$ cat config.mk
export PLATFORM = sky130hd
export DESIGN_NAME = edgepwm_bank
export DESIGN_NICKNAME = d
export VERILOG_FILES = /design/src/rtl/edgepwm_pkg.sv /design/src/rtl/edgepwm_rstsync.sv /design/src/rtl/edgepwm_tickgen.sv /design/src/rtl/edgepwm_chan.sv /design/src/rtl/edgepwm_bank.sv
export SDC_FILE = /design/constraint.sdc
export NUM_CORES = 1
export LEC_CHECK = 0
export BUFFER_PORTS_ARGS = -buffer_cell sky130_fd_sc_hd__buf_4
export CELL_PAD_IN_SITES_DETAIL_PLACEMENT = 0
export CELL_PAD_IN_SITES_GLOBAL_PLACEMENT = 1
export CORE_MARGIN = 4
export CORE_UTILIZATION = 49
export CTS_CLUSTER_SIZE = 10
export DETAILED_ROUTE_END_ITERATION = 12
export PLACE_DENSITY_LB_ADDON = 0.1
export SETUP_SLACK_MARGIN = 0.3
export SYNTH_ARGS = -nofsm -noshare
export SYNTH_HDL_FRONTEND = slang
export SYNTH_SLANG_ARGS = --single-unit
$ cat constraint.sdc
create_clock -name clk -period 9.7 [get_ports clk]
set_input_delay 0.485 -clock clk [delete_from_list [all_inputs] [get_ports clk]]
set_output_delay 0.485 -clock clk [all_outputs]
set_load 0.01 [all_outputs]
$ cat src/rtl/edgepwm_pkg.sv
package edgepwm_pkg;
  typedef logic [1:0] drive_code_t;

  localparam drive_code_t CODE_RELEASE = 2'b00;
  localparam drive_code_t CODE_RSVD    = 2'b01;
  localparam drive_code_t CODE_LOW     = 2'b10;
  localparam drive_code_t CODE_HIGH    = 2'b11;

  // A drive code enables the pad only when its upper bit is set.
  function automatic logic code_oe(drive_code_t c);
    return c[1];
  endfunction

  function automatic logic code_pin(drive_code_t c);
    return c[1] & c[0];
  endfunction
endpackage

$ cat src/rtl/edgepwm_rstsync.sv
module edgepwm_rstsync (
  input  logic clk,
  input  logic rst_n,
  output logic rst_sync_n
);
  logic [1:0] sync_q;

  always_ff @(posedge clk or negedge rst_n) begin
    if (!rst_n) sync_q <= 2'b00;
    else        sync_q <= {sync_q[0], 1'b1};
  end

  assign rst_sync_n = sync_q[1];
endmodule

$ cat src/rtl/edgepwm_tickgen.sv
module edgepwm_tickgen #(
  parameter int MAXLOG = 8,
  parameter int SELW   = $clog2(MAXLOG + 1)
) (
  input  logic            clk,
  input  logic            rst_n,
  input  logic            en,
  input  logic [SELW-1:0] sel,
  output logic            tick
);
  logic [MAXLOG-1:0] pc_q, pc_d, mask;

  // Low S bits of the mask are set; S above MAXLOG saturates to all ones.
  always_comb begin
    for (int b = 0; b < MAXLOG; b++) mask[b] = (SELW'(b) < sel);
  end

  always_comb begin
    pc_d = en ? pc_q + MAXLOG'(1) : '0;
    tick = en && ((pc_q & mask) == mask);
  end

  always_ff @(posedge clk or negedge rst_n) begin
    if (!rst_n) pc_q <= '0;
    else        pc_q <= pc_d;
  end
endmodule

$ cat src/rtl/edgepwm_chan.sv
module edgepwm_chan
  import edgepwm_pkg::*;
#(
  parameter int CW = 12
) (
  input  logic        clk,
  input  logic        rst_n,
  input  logic        run,
  input  logic        tick,
  input  logic [CW-1:0] period,
  input  logic [CW-1:0] act_pt,
  input  logic [CW-1:0] inact_pt,
  input  drive_code_t act_code,
  input  drive_code_t inact_code,
  output logic        pin,
  output logic        oe,
  output logic        running,
  output logic [CW-1:0] cnt_o,
  output logic [CW-1:0] per_o
);
  logic          run_q;
  logic [CW-1:0] cnt_q, cnt_d;
  logic          ph_q, ph_d, ph_now;
  logic [CW-1:0] per_s, act_s, inact_s;
  drive_code_t   acode_s, icode_s, cur_code;
  logic          start, wrap, load;

  always_comb begin
    start  = run && !run_q;
    wrap   = run_q && tick && (cnt_q == per_s - CW'(1));
    load   = start || wrap;
    // Reaching INACTIVE wins over reaching ACTIVE on the same count.
    if (!run_q)                 ph_now = 1'b0;
    else if (cnt_q == inact_s)  ph_now = 1'b0;
    else if (cnt_q == act_s)    ph_now = 1'b1;
    else                        ph_now = ph_q;

    if (!run || start)          cnt_d = '0;
    else if (wrap)              cnt_d = '0;
    else if (tick)              cnt_d = cnt_q + CW'(1);
    else                        cnt_d = cnt_q;

    ph_d     = (!run || start) ? 1'b0 : ph_now;
    cur_code = ph_now ? acode_s : icode_s;
    oe       = run_q && code_oe(cur_code);
    pin      = run_q && code_pin(cur_code);
  end

  always_ff @(posedge clk or negedge rst_n) begin
    if (!rst_n) begin
      run_q <= 1'b0;
      cnt_q <= '0;
      ph_q  <= 1'b0;
    end else begin
      run_q <= run;
      cnt_q <= cnt_d;
      ph_q  <= ph_d;
    end
  end

  always_ff @(posedge clk or negedge rst_n) begin
    if (!rst_n) begin
      per_s   <= '0;
      act_s   <= '0;
      inact_s <= '0;
      acode_s <= CODE_RELEASE;
      icode_s <= CODE_RELEASE;
    end else if (load) begin
      per_s   <= period;
      act_s   <= act_pt;
      inact_s <= inact_pt;
      acode_s <= act_code;
      icode_s <= inact_code;
    end
  end

  assign running = run_q;
  assign cnt_o   = cnt_q;
  assign per_o   = per_s;
endmodule

$ cat src/rtl/edgepwm_bank.sv
module edgepwm_bank #(
  parameter int NCH    = 2,
  parameter int CW     = 12,
  parameter int MAXLOG = 8,
  parameter int SELW   = $clog2(MAXLOG + 1)
) (
  input  logic                     clk,
  input  logic                     rst_n,
  input  logic [SELW-1:0]          presc_sel_i,
  input  logic [NCH-1:0]           run_i,
  input  logic [NCH-1:0][CW-1:0]   period_i,
  input  logic [NCH-1:0][CW-1:0]   act_i,
  input  logic [NCH-1:0][CW-1:0]   inact_i,
  input  logic [NCH-1:0][1:0]      act_code_i,
  input  logic [NCH-1:0][1:0]      inact_code_i,
  output logic [NCH-1:0]           pin_o,
  output logic [NCH-1:0]           oe_o
);
  logic                   rst_int_n;
  logic                   tick;
  logic [NCH-1:0]         ch_run;
  logic [NCH-1:0][CW-1:0] ch_cnt, ch_per;

  edgepwm_rstsync u_rst (
    .clk        (clk),
    .rst_n      (rst_n),
    .rst_sync_n (rst_int_n)
  );

  edgepwm_tickgen #(.MAXLOG(MAXLOG), .SELW(SELW)) u_tick (
    .clk   (clk),
    .rst_n (rst_int_n),
    .en    (|ch_run),
    .sel   (presc_sel_i),
    .tick  (tick)
  );

  for (genvar i = 0; i < NCH; i++) begin : g_ch
    edgepwm_chan #(.CW(CW)) u_chan (
      .clk        (clk),
      .rst_n      (rst_int_n),
      .run        (run_i[i]),
      .tick       (tick),
      .period     (period_i[i]),
      .act_pt     (act_i[i]),
      .inact_pt   (inact_i[i]),
      .act_code   (act_code_i[i]),
      .inact_code (inact_code_i[i]),
      .pin        (pin_o[i]),
      .oe         (oe_o[i]),
      .running    (ch_run[i]),
      .cnt_o      (ch_cnt[i]),
      .per_o      (ch_per[i])
    );
  end
endmodule

==> metrics.txt, run 1 <==
largest cells by area after synthesis dfrtp_1 44%, mux2_4 8.9%, mux2_1 6.7%; unrepaired setup endpoints after global routing no; Fin Setup TNS 0 ns; Remaining DRCs 0; Core Region 0.0133 mm²; slew margin rel. 45.9%; Syn Inst Count 635; area grow syn2layout 19.0%; Initial Util 50.4%; worst reg-to-reg path cell count 10; gpl congestion 0.802; dominant cell type by area after synthesis dfrtp_1; hold depth 1; Leak Pwr 3.61 nW; GRT Util Overall 19.7%; status finished clean; final worst-path setup slack 5.85 ns; wire length per cell 16.7 µm; worst path buffer plus inverter count 2; CP Capture Type flop; Ys Warns 0; final period utilization 39.7%; hold crit path type in2reg; first-pass GRT wire length 24900 µm; Crit Path Category reg2reg; CP top delay family simple AND/OR/NAND/NOR gates; Net Count, Synth 728; post-synth top area share 43.9%; DIE AREA 0.0157 mm²; asr flop ratio synth 100%; Mapped Area 0.00673 mm²; worst-skew pair later-pin latency 0.42 ns; drt first pass iters 4; NumNets Final 791; number of instances in the placed design 854; slowest stage delay, CP 0.86 ns; Worst-Margin Slew 0.791 ns; PortBufs 91; share of cells above drive strength 1 24.3%; clock-pin transition on the worst setup and hold timing paths 0.06 ns; root buf cell clkbuf_16; CP Depth 10; #FFs+latches synth 118; Yosys cell types 57; Core Rows 42; detailed-route vias per instance 5.49; ANT nets after route 0; crit path DAT 4.15 ns; Peak Freq 260 MHz; top-count cell post-synth dfrtp_1; htree depth 4; vias 4873; CP cell instances inv_1, ha_1, nor4b_4, nand3b_1, nor4b_1, nor3_1, or4_1, a21boi_4, buf_4, mux2_4; TritonCTS Buffers 17; final setup violation count 0; number of synthesized flops with an enable pin 0; clk sink count 118; vias in the first global route 4952; fin crit period 3.85 ns; post-CTS resize count 0; Post-DP HPWL 10400 µm; Max FO, Critical Path 40; count of final hold-check violations 0; Slew Limit Fails 0; CTS max path bufs 2; Max Clock Skew 0.0112 ns; Critical Path RT 9.99 ns; initial antenna violation count 0; # Max-Cap Violations 0; fin cells 887; syn_area_per_cell 10.6 µm²; die width 125 µm; sequential share of the synthesized area 43.9%; Slowest cell on crit path or4_1; PwrDens 177 mW/mm²; io pins 92; final hold slack 0.199 ns; end-of-flow core utilization 60.0%; maximum vdd drop 169 µV; CTS tree built; chip height 125 µm; initial drt markers 296; ys flop type dfrtp_1; startpoint types flop; pre-CTS WS 5.88 ns; n_diodes 0; most frequent cells after synthesis 118 x dfrtp_1, 49 x xor2_1, 47 x nand2_1; gr ovfl total 0; final wirelength 14800 µm; largest net degree at the start of global routing 63
[per-stage QoR]
| step | power [mW] | instance area [µm²] |
|---|---|---|
| final | 1.41 | 8010 |
| after CTS | 1.43 | 8010 |
| after global routing | 1.48 | 8010 |
| after detailed placement | 0.828 | 7430 |
| after floorplan | 0.761 | 6730 |
| after global placement | 0.820 | 7430 |
[state kept, by name (all words and copies together), names as in the netlist]
signal               flops
g_ch.u_chan.act_s       24
g_ch.u_chan.cnt_o       24
g_ch.u_chan.inact_s     24
g_ch.u_chan.per_o       24
u_tick.pc_q              8
g_ch.u_chan.acode_s      4
g_ch.u_chan.icode_s      4
g_ch.u_chan.ph_q         2
g_ch.u_chan.running      2
u_rst.sync_q             2
[cell type report]
| type | instances | area [µm²] |
|---|---|---|
| clock inverter | 7 | 70.1 |
| sequential | 118 | 2960 |
| fill | 1140 | 5340 |
| clock buffer | 25 | 495 |
| tap | 176 | 220 |
| inverter | 13 | 48.8 |
| multi-input combinational | 452 | 3490 |
| timing repair buffer | 96 | 723 |
[routing by layer]
layer	GRT usage, %	up-vias	share of wire (%)
met5	0	-	0
met3	4.99	20	5.4
met1	28.3	2383	48
li1	-	2366	-
met4	7.40	0	1.6
met2	28.7	104	45
[power breakdown]
part | total [mW] | switching (mW) | leakage [nW] | internal, mW
Clock | 0.596 | 0.218 | 0.266 | 0.378
Combinational | 0.207 | 0.0815 | 1.89 | 0.126
Sequential | 0.611 | 0.0618 | 1.45 | 0.549
Total | 1.41 | 0.361 | 3.61 | 1.05
[final timing paths]
kind | from | end | slack [ns]
min in group asynchronous | u_rst.sync_q[1] | g_ch[0].u_chan.act_s[7] | 0.39
max | g_ch[0].u_chan.per_o[0] | g_ch[0].u_chan.act_s[1] | 5.85
min | run_i[1] | g_ch[1].u_chan.running | 0.20
max in group asynchronous | u_rst.sync_q[1] | u_tick.pc_q[1] | 8.04
max reg2reg | g_ch[0].u_chan.per_o[0] | g_ch[0].u_chan.act_s[1] | 5.85
min reg2reg | u_rst.sync_q[0] | u_rst.sync_q[1] | 0.35
[cell usage in the layout (no fill, tap or decap), types with 17 or more instances in the layout]
cell / count
buf_4: 95
clkbuf_16: 17
dfrtp_1: 117
mux2_1: 40
mux2_4: 40
nand2_1: 47
nand3_1: 36
nor2_1: 24
nor4_1: 26
xnor2_1: 36
xor2_1: 49
[cell families after synthesis]
| logic type | synth area share (%) |
|---|---|
| compound gates | 6.60 |
| xor+xnor | 11.1 |
| fa+ha+maj | 0.929 |
| buf+inv | 4.52 |
| flops | 43.9 |
| mux | 16.1 |
| other cells | 0.0557 |
| simple gates | 16.9 |
[what timing repair did]
item	CTS	global route
hold endpoints to repair	2	0
hold buffers	1	0
buffers inserted	0	0
(Power assumes the default switching activity.)
==> run 2, diff against run 1 <==
- CORE_UTILIZATION: 49 -> 46
- clock period: 9.7 -> 3.96 ns (I/O delays scaled with it)
==> run 2 against run 1 <==
Compared with the run above:
- worst setup slack got worse by 5.3 ns
- die area is 6.1% higher
- maximum frequency increased by 12%
- sequential cell count unchanged
- combinational power grew to 2.7 times the previous value
- cell count is 6.8% higher
- critical endpoint is now g_ch[0].u_chan.per_o[3]
- highest routed layer unchanged
- clock skew fell by 0.0023 ns
- hold slack lost 0.19 ns
- routed wire length grew 7.3%
- power grew to 2.5 times the previous value
- first-iteration DRC count shrank 2.7%
- register-to-register slack got worse by 5.3 ns
==> metrics.txt, run 2 (synthesized netlist as in run 1, its figures left out) <==
worst path buffer plus inverter count 1; share of cells above drive strength 1 24.0%; worst flop-to-flop path endpoint g_ch[0].u_chan.per_o[3]; worst reg2reg setup slack 0.53 ns; TritonCTS Buffers 17; final setup violation count 0; Multi-input gate area 0.00350 mm²; fin cells 947; final hold slack 0.0110 ns; crit path DAT 3.73 ns; Core Region 0.0141 mm²; root buf cell clkbuf_16; chip height 129 µm; number of instances in the placed design 866; PwrDens 418 mW/mm²; PortBufs 91; sink of the worst hold path g_ch[1].u_chan.inact_s[0]; slew margin rel. 33.7%; vias 5167; Max Clock Skew 0.00893 ns; Placement Cell Area 0.00750 mm²; initial drt markers 288; io pins 92; n_diodes 0; Worst-Margin Slew 0.988 ns; FF/Latch Area 0.00296 mm²; Leak Pwr 3.88 nW; Design Area, Final 0.00859 mm²; largest net degree at the start of global routing 59; final wirelength 15900 µm; Post-DP HPWL 10900 µm; Critical Path RT 4.26 ns; worst-skew pair later-pin latency 0.42 ns; startpoint types flop; DIE AREA 0.0166 mm²; die width 129 µm; maximum vdd drop 299 µV; hold depth 2; final period utilization 86.6%; initial antenna violation count 0; CTS max path bufs 2; worst reg-to-reg path cell count 8; ANT nets after route 0; Worst Hold Launch inact_i[12]; unrepaired setup endpoints after global routing no; clk sink count 118; Filler Cells Inserted 1159; wire length per cell 16.8 µm; commonest cells after routing, fill and taps aside 117 x dfrtp_1, 105 x buf_4, 49 x xor2_1, 48 x dlygate4sd3_1, 47 x nand2_1; vias in the first global route 5241; area grow syn2layout 27.7%; most common cell after layout, fill and taps aside dfrtp_1; Core Rows 43; status finished clean; NumNets Final 849; # Max-Cap Violations 0; Initial Util 47.8%; CP Capture Type flop; Slew Limit Fails 0; drt first pass iters 5; CP cell instances or3_4, or3_1, a2111oi_2, nand4_1, or4_1, a21boi_4, buf_4, mux2_4; detailed-route vias per instance 5.46; Remaining DRCs 0; clock-pin transition on the worst setup and hold timing paths 0.05 ns; Slowest cell on crit path or4_1; hold crit path type in2reg; CTS tree built; Fin Setup TNS 0 ns; GRT Util Overall 20.3%; Max FO, Critical Path 16; gr ovfl total 0; Design Power 3.60 mW; gpl congestion 0.899; CP top delay family simple AND/OR/NAND/NOR gates; htree depth 4; Peak Freq 292 MHz; worst reg2reg path startpoint g_ch[0].u_chan.per_o[2]; slowest stage delay, CP 0.61 ns; fin crit period 3.43 ns; first-pass GRT wire length 26600 µm; count of final hold-check violations 0; Crit Path Category reg2reg
-- run 2: changes by cell type in the layout (fill, tap and decap cells not counted) --
cell           before  now
a21boi_2            0    1
buf_4              95  105
bufinv_16           1    3
clkbuf_1            4    2
clkbuf_8            4    2
clkinv_2            2    3
clkinv_4            0    1
clkinvlp_4          4    2
dlygate4sd3_1       1   48
-- run 2: what timing repair did --
action / 4_1_cts / 5_1_grt
endpoints found under the setup margin: 16 / 28
hold buffers: 46 / 2
buffers inserted: 0 / 2
pin swaps: 0 / 0
hold endpoints to repair: 47 / 2
gates resized for setup: 0 / 0
gates cloned: 1 / 0
-- run 2: power by group --
group	total [mW]	leakage (nW)	internal, mW	switching, mW
sequential	1.49	1.45	1.35	0.148
combinational	0.558	2.14	0.342	0.215
clock	1.54	0.285	1.01	0.533
total	3.60	3.88	2.70	0.896
-- run 2: per-layer routing --
layer  vias to the layer above  global-route usage (%)  part of all wire, %  wire length (µm)
li1                       2481                       -                    -                 -
met1                      2523                    28.9                   47              7510
met2                       143                    30.9                   46              7310
met3                        20                    4.98                  5.6               887
met4                         0                    5.93                  1.2               191
met5                         -                       0                    0                 0
-- run 2: worst max path at each step --
stage,startpoint,end,slack (ns),depth (start not counted)
2_1_floorplan,u_rst.sync_q[1],g_ch[0].u_chan.acode_s[0],0.43,0
3_3_place_gp,g_ch[0].u_chan.per_o[0],g_ch[0].u_chan.per_o[3],0.34,10
3_5_place_dp,g_ch[0].u_chan.per_o[0],g_ch[0].u_chan.per_o[4],0.22,10
4_1_cts,g_ch[0].u_chan.per_o[0],g_ch[0].u_chan.per_o[3],0.36,10
5_1_grt,g_ch[0].u_chan.per_o[0],g_ch[0].u_chan.per_o[3],0.30,10
6_report,g_ch[0].u_chan.per_o[2],g_ch[0].u_chan.per_o[3],0.53,8
-- run 2: per-stage QoR --
stage          util (%)  worst slack, ns
2_1_floorplan         -            0.429
3_3_place_gp       53.2            0.337
3_5_place_dp       53.2            0.220
4_1_cts            60.7            0.362
5_1_grt            61.0            0.297
6_report           61.0            0.530
-- run 2: area by class of cell --
cell class | count | area share, %
clock buffer | 21 | 5.36
inverter | 13 | 0.568
multi-input combinational | 453 | 40.8
clock inverter | 9 | 1.50
tap | 180 | 2.62
sequential | 118 | 34.4
timing repair buffer | 153 | 14.8
